--- src/rtl/pwmblank_pkg.sv ---
package pwmblank_pkg;

    typedef enum logic [1:0] {
        PH_IDLE   = 2'd0,
        PH_OFFSET = 2'd1,
        PH_WINDOW = 2'd2
    } blank_phase_e;

    typedef enum logic [1:0] {
        ALN_PRD   = 2'd0,
        ALN_ZERO  = 2'd1,
        ALN_BOTH  = 2'd2,
        ALN_BOTH2 = 2'd3
    } align_mode_e;

    typedef struct packed {
        logic prd;
        logic zero;
    } tb_strobe_t;

    function automatic logic strobe_selected(align_mode_e mode, tb_strobe_t s);
        unique case (mode)
            ALN_PRD:  return s.prd;
            ALN_ZERO: return s.zero;
            default:  return s.prd | s.zero;
        endcase
    endfunction

endpackage

--- src/rtl/blank_src_mux.sv ---
module blank_src_mux #(
    parameter int N_SRC = 4,
    localparam int SEL_W = (N_SRC > 1) ? $clog2(N_SRC) : 1
) (
    input  logic [N_SRC-1:0] evt_in,
    input  logic [SEL_W-1:0] sel,
    output logic             evt_sel
);
    always_comb begin
        evt_sel = 1'b0;
        for (int i = 0; i < N_SRC; i++) begin
            if (sel == SEL_W'(i)) evt_sel = evt_in[i];
        end
    end
endmodule

--- src/rtl/blank_align.sv ---
module blank_align
    import pwmblank_pkg::*;
(
    input  logic        tick,
    input  tb_strobe_t  strobe,
    input  logic [1:0]  mode,
    output logic        align_hit
);
    always_comb begin
        align_hit = tick & strobe_selected(align_mode_e'(mode), strobe);
    end
endmodule

--- src/rtl/blank_timer.sv ---
module blank_timer
    import pwmblank_pkg::*;
#(
    parameter int CNT_W = 16
) (
    input  logic             clk,
    input  logic             rst,
    input  logic             tick,
    input  logic             enable,
    input  logic             align_hit,
    input  logic [CNT_W-1:0] offset,
    input  logic [CNT_W-1:0] window,
    output logic             active
);
    localparam logic [CNT_W-1:0] ONE = CNT_W'(1);

    blank_phase_e     phase;
    logic [CNT_W-1:0] cnt;

    always_ff @(posedge clk) begin
        if (rst || !enable) begin
            phase <= PH_IDLE;
            cnt   <= '0;
        end else if (align_hit) begin
            if (window == '0) begin
                phase <= PH_IDLE;
                cnt   <= '0;
            end else if (offset == '0) begin
                phase <= PH_WINDOW;
                cnt   <= window;
            end else begin
                phase <= PH_OFFSET;
                cnt   <= offset;
            end
        end else if (tick) begin
            unique case (phase)
                PH_OFFSET: begin
                    if (cnt == ONE) begin
                        phase <= (window == '0) ? PH_IDLE : PH_WINDOW;
                        cnt   <= window;
                    end else begin
                        cnt <= cnt - ONE;
                    end
                end
                PH_WINDOW: begin
                    if (cnt == ONE) begin
                        phase <= PH_IDLE;
                        cnt   <= '0;
                    end else begin
                        cnt <= cnt - ONE;
                    end
                end
                default: begin
                    phase <= PH_IDLE;
                    cnt   <= '0;
                end
            endcase
        end
    end

    assign active = (phase == PH_WINDOW);

    assert_zero_offset_opens_R5: assert property (@(posedge clk) disable iff (rst)
        (enable && align_hit && offset == '0 && window != '0) |=> active);

    assert_zero_window_idle_R6: assert property (@(posedge clk) disable iff (rst)
        (enable && align_hit && window == '0) |=> !active);

    assert_hold_without_tick_R8: assert property (@(posedge clk) disable iff (rst)
        (enable && !tick) |=> ($stable(cnt) && $stable(phase)));

    assert_restart_offset_R7: assert property (@(posedge clk) disable iff (rst)
        (enable && align_hit && offset != '0 && window != '0) |=> (phase == PH_OFFSET && cnt == $past(offset)));

    assert_reset_clears_R10: assert property (@(posedge clk)
        rst |=> (!active && cnt == '0));
endmodule

--- src/rtl/pwm_blank_filter.sv ---
module pwm_blank_filter
    import pwmblank_pkg::*;
#(
    parameter int CNT_W = 16
) (
    input  logic             clk,
    input  logic             rst,
    input  logic             tb_tick,
    input  logic             ctr_prd,
    input  logic             ctr_zero,
    input  logic [3:0]       evt_in,
    input  logic             blank_en,
    input  logic [1:0]       src_sel,
    input  logic [1:0]       align_sel,
    input  logic [CNT_W-1:0] offset_cnt,
    input  logic [CNT_W-1:0] window_cnt,
    output logic             evt_out,
    output logic             blank_active
);
    localparam int N_SRC = 4;

    logic       evt_sel;
    logic       align_hit;
    tb_strobe_t strobe;

    assign strobe = '{prd: ctr_prd, zero: ctr_zero};

    blank_src_mux #(.N_SRC(N_SRC)) u_mux (
        .evt_in  (evt_in),
        .sel     (src_sel),
        .evt_sel (evt_sel)
    );

    blank_align u_align (
        .tick      (tb_tick),
        .strobe    (strobe),
        .mode      (align_sel),
        .align_hit (align_hit)
    );

    blank_timer #(.CNT_W(CNT_W)) u_timer (
        .clk       (clk),
        .rst       (rst),
        .tick      (tb_tick),
        .enable    (blank_en),
        .align_hit (align_hit),
        .offset    (offset_cnt),
        .window    (window_cnt),
        .active    (blank_active)
    );

    assign evt_out = evt_sel & ~(blank_en & blank_active);

    assert_out_from_source_R1: assert property (@(posedge clk) disable iff (rst)
        evt_out |-> evt_in[src_sel]);

    assert_blank_suppresses_R9: assert property (@(posedge clk) disable iff (rst)
        blank_active |-> !evt_out);

    assert_disabled_idle_R2: assert property (@(posedge clk) disable iff (rst)
        !blank_en |=> !blank_active);
endmodule

--- config.mk ---
export PLATFORM = sky130hd
export DESIGN_NAME = pwm_blank_filter
export DESIGN_NICKNAME = d
export VERILOG_FILES = /design/src/rtl/pwmblank_pkg.sv /design/src/rtl/blank_src_mux.sv /design/src/rtl/blank_align.sv /design/src/rtl/blank_timer.sv /design/src/rtl/pwm_blank_filter.sv
export SDC_FILE = /design/constraint.sdc
export NUM_CORES = 1
export LEC_CHECK = 0
export ABC_CLOCK_PERIOD_IN_PS = 2700
export BUFFER_PORTS_ARGS = -buffer_cell sky130_fd_sc_hd__buf_2
export CAP_MARGIN = 15
export CORE_MARGIN = 3
export CORE_UTILIZATION = 30
export DETAILED_ROUTE_END_ITERATION = 12
export SLEW_MARGIN = 20
export SYNTH_ARGS = -nofsm -noshare
export SYNTH_HDL_FRONTEND = slang
export SYNTH_SLANG_ARGS = --single-unit
--- constraint.sdc ---
create_clock -name clk -period 2.7 [get_ports clk]
set_input_delay 0 -clock clk [delete_from_list [all_inputs] [get_ports clk]]
set_output_delay 0 -clock clk [all_outputs]
set_load 0.03 [all_outputs]
==> results of run 1 <==
==> report_power, final <==
part	switching [mW]	internal, mW
Sequential	0.0154	0.276
Combinational	0.132	0.109
Clock	0.102	0.130
==> area by class of cell <==
class / count / area (sq um)
Fill cell: 532 / 2960
Multi-Input combinational cell: 161 / 1150
Sequential cell: 18 / 360
Timing Repair Buffer: 54 / 288
Tap cell: 67 / 83.8
Clock buffer: 4 / 55.1
Inverter: 5 / 18.8
==> Yosys cell counts (3+ instances only) <==
master	n	area share, %
a211oi_1	3	1.4
a21oi_1	21	6.6
a31oi_1	10	3.9
and4_1	3	1.6
buf_2	4	1.3
clkbuf_1	6	1.4
dfxtp_1	18	23
ha_1	4	3.1
inv_1	4	0.94
nand2_1	13	3.1
nand3_1	5	1.6
nand4_1	5	2.0
nor2_1	5	1.2
nor4_1	9	3.5
o211ai_1	4	1.9
o21a_1	4	1.9
o21ai_0	14	4.4
o221a_2	5	3.5
o22a_1	5	2.7
o22ai_1	3	1.2
xnor2_1	3	1.6
xor2_1	6	3.3
==> cell usage in the layout, fill, tap and decap left out, types with 2 or more instances in the layout <==
| cell type | Yosys | layout |
|---|---|---|
| xnor2_1 | 3 | 3 |
| nor3b_1 | 2 | 2 |
| xor2_1 | 6 | 6 |
| nor4_4 | 2 | 2 |
| nand4_1 | 5 | 5 |
| inv_1 | 4 | 4 |
| nor2b_1 | 2 | 2 |
| clkbuf_8 | 0 | 4 |
| nand4b_1 | 2 | 2 |
| nand2b_1 | 2 | 2 |
| dfxtp_1 | 18 | 18 |
| or3_1 | 2 | 2 |
| nand2_1 | 13 | 13 |
| o22ai_1 | 3 | 3 |
| nand3_1 | 5 | 5 |
| o31a_1 | 2 | 2 |
| o21a_1 | 4 | 4 |
| o211ai_1 | 4 | 4 |
| nand3b_1 | 2 | 2 |
| buf_4 | 0 | 7 |
| ha_1 | 4 | 4 |
| o22a_1 | 5 | 5 |
| a31oi_1 | 10 | 10 |
| o21ai_0 | 14 | 14 |
| and4_1 | 3 | 3 |
| o221a_2 | 5 | 5 |
| a21oi_1 | 21 | 21 |
| nor4_1 | 9 | 9 |
| nor2_1 | 5 | 5 |
| buf_2 | 4 | 47 |
| a211oi_1 | 3 | 3 |
==> flip-flops by register name, indices dropped and copies added (netlist names) <==
register,flops
u_timer.cnt,16
u_timer.phase,2
==> per-layer routing <==
metal | GRT usage, % | share of wire [%] | up-vias
met1 | 23.1 | 43 | 880
met5 | 0 | 0 | -
met4 | 5.50 | 2.2 | 0
li1 | - | - | 880
met2 | 29.3 | 50 | 88
met3 | 2.15 | 4.8 | 10
==> stage by stage <==
step	std cells	power [mW]	hold WS, ns	setup slack, ns	area [sq um]
global route	309	0.796	0.0502	0.308	1960
CTS	309	0.765	0.0185	0.418	1960
global placement	305	0.534	0.299	0.530	1900
finish	309	0.765	0.0194	0.403	1960
floorplan	196	0.444	0.153	0.738	1590
detailed placement	305	0.534	0.298	0.457	1900
==> worst max-delay path: stages, from the launching register on <==
cell,delay [ns]
dfxtp_1,0.42
ha_1,0.19
nor4b_2,0.36
and4_1,0.42
mux2_2,0.37
o221a_2,0.27
a211oi_1,0.17
==> how the worst max path moves through the flow <==
stage                                      from                           to  slack (ns)
CTS                 u_timer.cnt[0]$_SDFFE_PP0P_  u_timer.cnt[1]$_SDFFE_PP0P_        0.42
global placement    u_timer.cnt[0]$_SDFFE_PP0P_  u_timer.cnt[1]$_SDFFE_PP0P_        0.53
finish              u_timer.cnt[0]$_SDFFE_PP0P_  u_timer.cnt[1]$_SDFFE_PP0P_        0.40
global route        u_timer.cnt[0]$_SDFFE_PP0P_  u_timer.cnt[1]$_SDFFE_PP0P_        0.31
floorplan           u_timer.cnt[0]$_SDFFE_PP0P_  u_timer.cnt[1]$_SDFFE_PP0P_        0.74
detailed placement  u_timer.cnt[0]$_SDFFE_PP0P_  u_timer.cnt[1]$_SDFFE_PP0P_        0.46
==> kinds of logic after synthesis <==
| group | share of synthesized area (%) |
|---|---|
| simple gates | 25.4 |
| flops | 22.6 |
| fa+ha+maj | 3.14 |
| compound gates | 36.0 |
| mux | 2.75 |
| xor+xnor | 4.95 |
| buf+inv | 5.26 |
==> results_dict.tcl, run 1 <==
set metrics [dict create \
    status "complete, no violations" \
    gp_congestion 0.922 \
    clock-sinks 18 \
    tns_ns 0 \
    drt-initial-drc-count 211 \
    postCtsSetupBuffers 0 \
    drive_gt1_share_pct 30.6 \
    drc_errors 0 \
    finalCritPeriodShare_pct 85.1 \
    synthArstFlopShare_pct 0 \
    coreArea_sq_um 4910 \
    power.static_leakage_nw 0.747 \
    finalSetupViolCount 0 \
    finalMaxSlewViolations 0 \
    fin_worst_skew_ns 0.00476 \
    yosysSeqAreaShare_pct 22.6 \
    clockBufferDepth 2 \
    hold_end "u_timer.cnt[0]$_SDFFE_PP0P_" \
    cts.reportedPaths.clkPinSlew_ns 0.08 \
    hold_viol_final 0 \
    rrSetupSlack_ns 0.40 \
    die_h_um 78.9 \
    overflow 0 \
    ys_warn_count 0 \
    fp-row-count 25 \
    avgSynthCellArea_sq_um 8.13 \
    fmax_mhz 435 \
    nets 293 \
    antenna_found_initial 0 \
    drt-total-wl_mm 5.40 \
    wl_per_cell_um 17.5 \
    initial_core_util_pct 32.5 \
    period_minus_slack_ns 2.30 \
    die_w_um 78.9 \
    critPathRequiredTime_ns 2.88 \
    synth.distinct_cells 55 \
    worst_ep_arrival_time_ns 2.48 \
    hold_path_class "input port to flip-flop" \
    synth_nets 246 \
    cp_max_fo 8 \
    peakVddDrop_uv 348 \
    ys_ff_latch 18 \
    dr.pass1.iters 5 \
    cts_buffers 3 \
    hp-start "window_cnt[0]" \
    area_delta_synth_final_pct 22.7 \
    synth-edff-count 0 \
    worst_slew_pin_slew_ns 0.694 \
    grt_pass1_vias 1690 \
    cts_root_buf "clkbuf_8" \
    htreeDepth 1 \
    vias 1858 \
    ant_nets 0 \
    die_area_sq_um 6220 \
    ios 48 \
    ys.flop_type "dfxtp_1" \
    rsz0062_at_grt "false" \
    ctsHoldBuffers 0 \
    clkLatencyLatePin_ns 0.26 \
    diodes 0 \
    slew_headroom_pct 53.6 \
    utilization_pct 39.8 \
    grt_pass1_wl_mm 8.57 \
    viasPerCell 6.01 \
    r2r-start "u_timer.cnt[0]$_SDFFE_PP0P_" \
    startpoint_type "flip-flop" \
    power.density_nw_per_um2 391 \
    dp_hpwl_mm 4.22 \
    io_buffers 47 \
    cts_resized 0 \
    whs_path_depth 3 \
    r2r-end "u_timer.cnt[1]$_SDFFE_PP0P_" \
    grt_usage_pct 17.4 \
    endpoint_kind "flip-flop" \
    maxCapViolations 0 \
    synth_area_sq_um 1590 \
    criticalPathCategory "flip-flop to flip-flop" \
    syn_inst 196 \
    grt_max_degree 18 \
    rr_worst_depth 6 \
    cts_tree "built" \
]
Power figures use the tool's default switching activity.
==> inputs of run 2 (changes only) <==
SYNTH_HIERARCHICAL = 1   (was default)
==> results_dict.tcl, run 2 <==
set metrics [dict create \
    status "complete, no violations" \
    worst_ep_arrival_time_ns 2.38 \
    drt-initial-drc-count 170 \
    cts_root_buf "clkbuf_8" \
    peakVddDrop_uv 192 \
    gp_congestion 0.989 \
    grt_pass1_wl_mm 8.15 \
    slew_headroom_pct 48.6 \
    synth.area.top_cells "dfxtp_1 24%, a21oi_1 8.4%, o21ai_0 5.4%" \
    final_common_cell "buf_2" \
    endpoint_kind "flip-flop" \
    worst_slew_pin_slew_ns 0.768 \
    clkLatencyLatePin_ns 0.26 \
    overflow 0 \
    synth_top_area_share_pct 24.2 \
    yosysMostFrequentCell "a21oi_1" \
    netSwitchingFraction_pct 32.2 \
    dp.cells 304 \
    ys_warn_count 6 \
    cts.reportedPaths.clkPinSlew_ns 0.08 \
    tns_ns 0 \
    diodes 0 \
    finalSetupViolCount 0 \
    final_cell_mix "47 x buf_2, 25 x a21oi_1, 20 x nand2_1" \
    coreArea_sq_um 4750 \
    p_int_mw 0.508 \
    top_register "u_timer/cnt" \
    reg_top3 "u_timer/cnt: 16 flops, u_timer/phase: 2 flops" \
    area_delta_synth_final_pct 25.0 \
    antenna_found_initial 0 \
    dp_hpwl_mm 3.82 \
    synth_top_area_cell "dfxtp_1" \
    ant_nets 0 \
    fmax_mhz 445 \
    drt-total-wl_mm 4.91 \
    finalMaxSlewViolations 0 \
    synthArstFlopShare_pct 0 \
    avgSynthCellArea_sq_um 7.69 \
    initial_core_util_pct 31.4 \
    final_cells 309 \
    clock-sinks 18 \
    power_frac_clock_pct 30.8 \
    synth_common_cells "25 x a21oi_1, 20 x nand2_1, 18 x dfxtp_1, 16 x o21ai_0, 14 x nor2_1" \
    synth_nets 244 \
    largest_reg_flops 16 \
    critPathRequiredTime_ns 2.83 \
    maxCapViolations 0 \
    power.density_nw_per_um2 402 \
    synth_area_sq_um 1490 \
    vias 1721 \
    die_h_um 76.5 \
    nFillCells 517 \
    fp-row-count 25 \
    cts_tree "built" \
    startpoint_type "input port" \
    drc_errors 0 \
    p_comb_share_pct 30.7 \
    fin_worst_skew_ns 0.00416 \
    die_w_um 76.5 \
    ios 48 \
    grt_pass1_vias 1663 \
    cts_resized 0 \
    power.static_leakage_nw 0.716 \
    grt_usage_pct 17.2 \
    hold_path_class "input port to flip-flop" \
    htreeDepth 1 \
    seqPwrFrac_pct 38.5 \
    rrSetupSlack_ns 0.49 \
    dr.pass1.iters 4 \
    period_minus_slack_ns 2.25 \
    wl_per_cell_um 15.9 \
    ys_ff_latch 18 \
    synth-edff-count 0 \
    criticalPathCategory "input port to flip-flop" \
    rsz0062_at_grt "false" \
    synth.distinct_cells 58 \
    io_buffers 47 \
    die_area_sq_um 5850 \
    p_total_mw 0.750 \
    finalCritPeriodShare_pct 83.3 \
    hold_viol_final 0 \
    viasPerCell 5.57 \
    power.net_switching_mw 0.241 \
    yosysSeqAreaShare_pct 24.2 \
    cp_max_fo 12 \
    drive_gt1_share_pct 29.8 \
    ys.flop_type "dfxtp_1" \
    syn_inst 194 \
    clockBufferDepth 2 \
    cts_buffers 3 \
    nets 293 \
    grt_max_degree 18 \
]
[run 2: changes by cell type after synthesis, sizes merged, moves of 5 or more]
| cell | delta |
|---|---|
| a31oi | -9 |
| a21oi | +5 |
| nand3 | -5 |
| a221oi | +5 |
| a22oi | +5 |
| nor2 | +9 |
| nand2 | +8 |
| nor3 | +8 |
[run 2: through the flow]
stage | hold slack (ns) | area, sq um | util, % | worst slack (ns)
3_5_place_dp | 0.275 | 1800 | 37.8 | 0.547
5_1_grt | 0.00973 | 1860 | 39.2 | 0.285
2_1_floorplan | 0.100 | 1490 | - | 0.887
3_3_place_gp | 0.262 | 1800 | 37.8 | 0.493
6_report | 0.0149 | 1860 | 39.2 | 0.450
4_1_cts | 0.00897 | 1860 | 39.2 | 0.524
[run 2: logic make-up after synthesis]
family | after synthesis | share of synthesized area (%)
flip-flops | 18 | 24.2
XOR/XNOR | 6 | 3.52
AND/OR/NAND/NOR | 78 | 30.2
multiplexers | 2 | 2.18
AO/OA/AOI/OAI | 72 | 32.3
buffers and inverters | 14 | 4.28
adder cells (fa/ha/maj) | 4 | 3.36
[run 2: power by group through the flow]
stage | logic (mW) | registers [mW] | clock network, mW
after floorplan | 0.143 | 0.291 | 0
after global placement | 0.230 | 0.294 | 0
after detailed placement | 0.226 | 0.295 | 0
after CTS | 0.229 | 0.288 | 0.238
after global routing | 0.255 | 0.290 | 0.250
final | 0.230 | 0.289 | 0.231
[run 2: worst paths after layout]
check,start,endpoint,depth (start not counted)
setup / recovery,window_cnt[2],u_timer/cnt[13]$_SDFFE_PP0P_,8
hold / removal,window_cnt[1],u_timer/cnt[1]$_SDFFE_PP0P_,3
setup reg to reg,u_timer/cnt[1]$_SDFFE_PP0P_,u_timer/cnt[13]$_SDFFE_PP0P_,8
hold reg to reg,u_timer/cnt[12]$_SDFFE_PP0P_,u_timer/cnt[12]$_SDFFE_PP0P_,2
[run 2: cell type report]
type	instances	area (sq um)	share of cell area (%)
clock buffers	4	55.1	2.95
inverters	6	22.5	1.21
multi-input cells	162	1070	57.2
flip-flops and latches	18	360	19.3
well taps	67	83.8	4.50
repair buffers	52	275	14.8
[run 2: what timing repair did]
item                       4_1_cts  5_1_grt
setup endpoints to repair        0        0
setup buffers                    0        0
hold buffers                     1        0
hold endpoints to repair         1        0
[run 2: worst max-delay path, stage by stage]
cell           delay (ns)
dlygate4sd3_1        0.54
buf_2                0.13
nor4_1               0.42
a41oi_1              0.38
a32o_2               0.45
and2_2               0.22
o21ai_0              0.15
a21oi_1              0.08
[run 2: routing by layer]
layer | vias up | GRT usage [%] | share of wire, %
li1 | 837 | - | -
met1 | 773 | 23.8 | 46
met2 | 101 | 26.0 | 43
met3 | 10 | 5.20 | 9.7
met4 | 0 | 4.17 | 1.4
met5 | - | 0 | 0
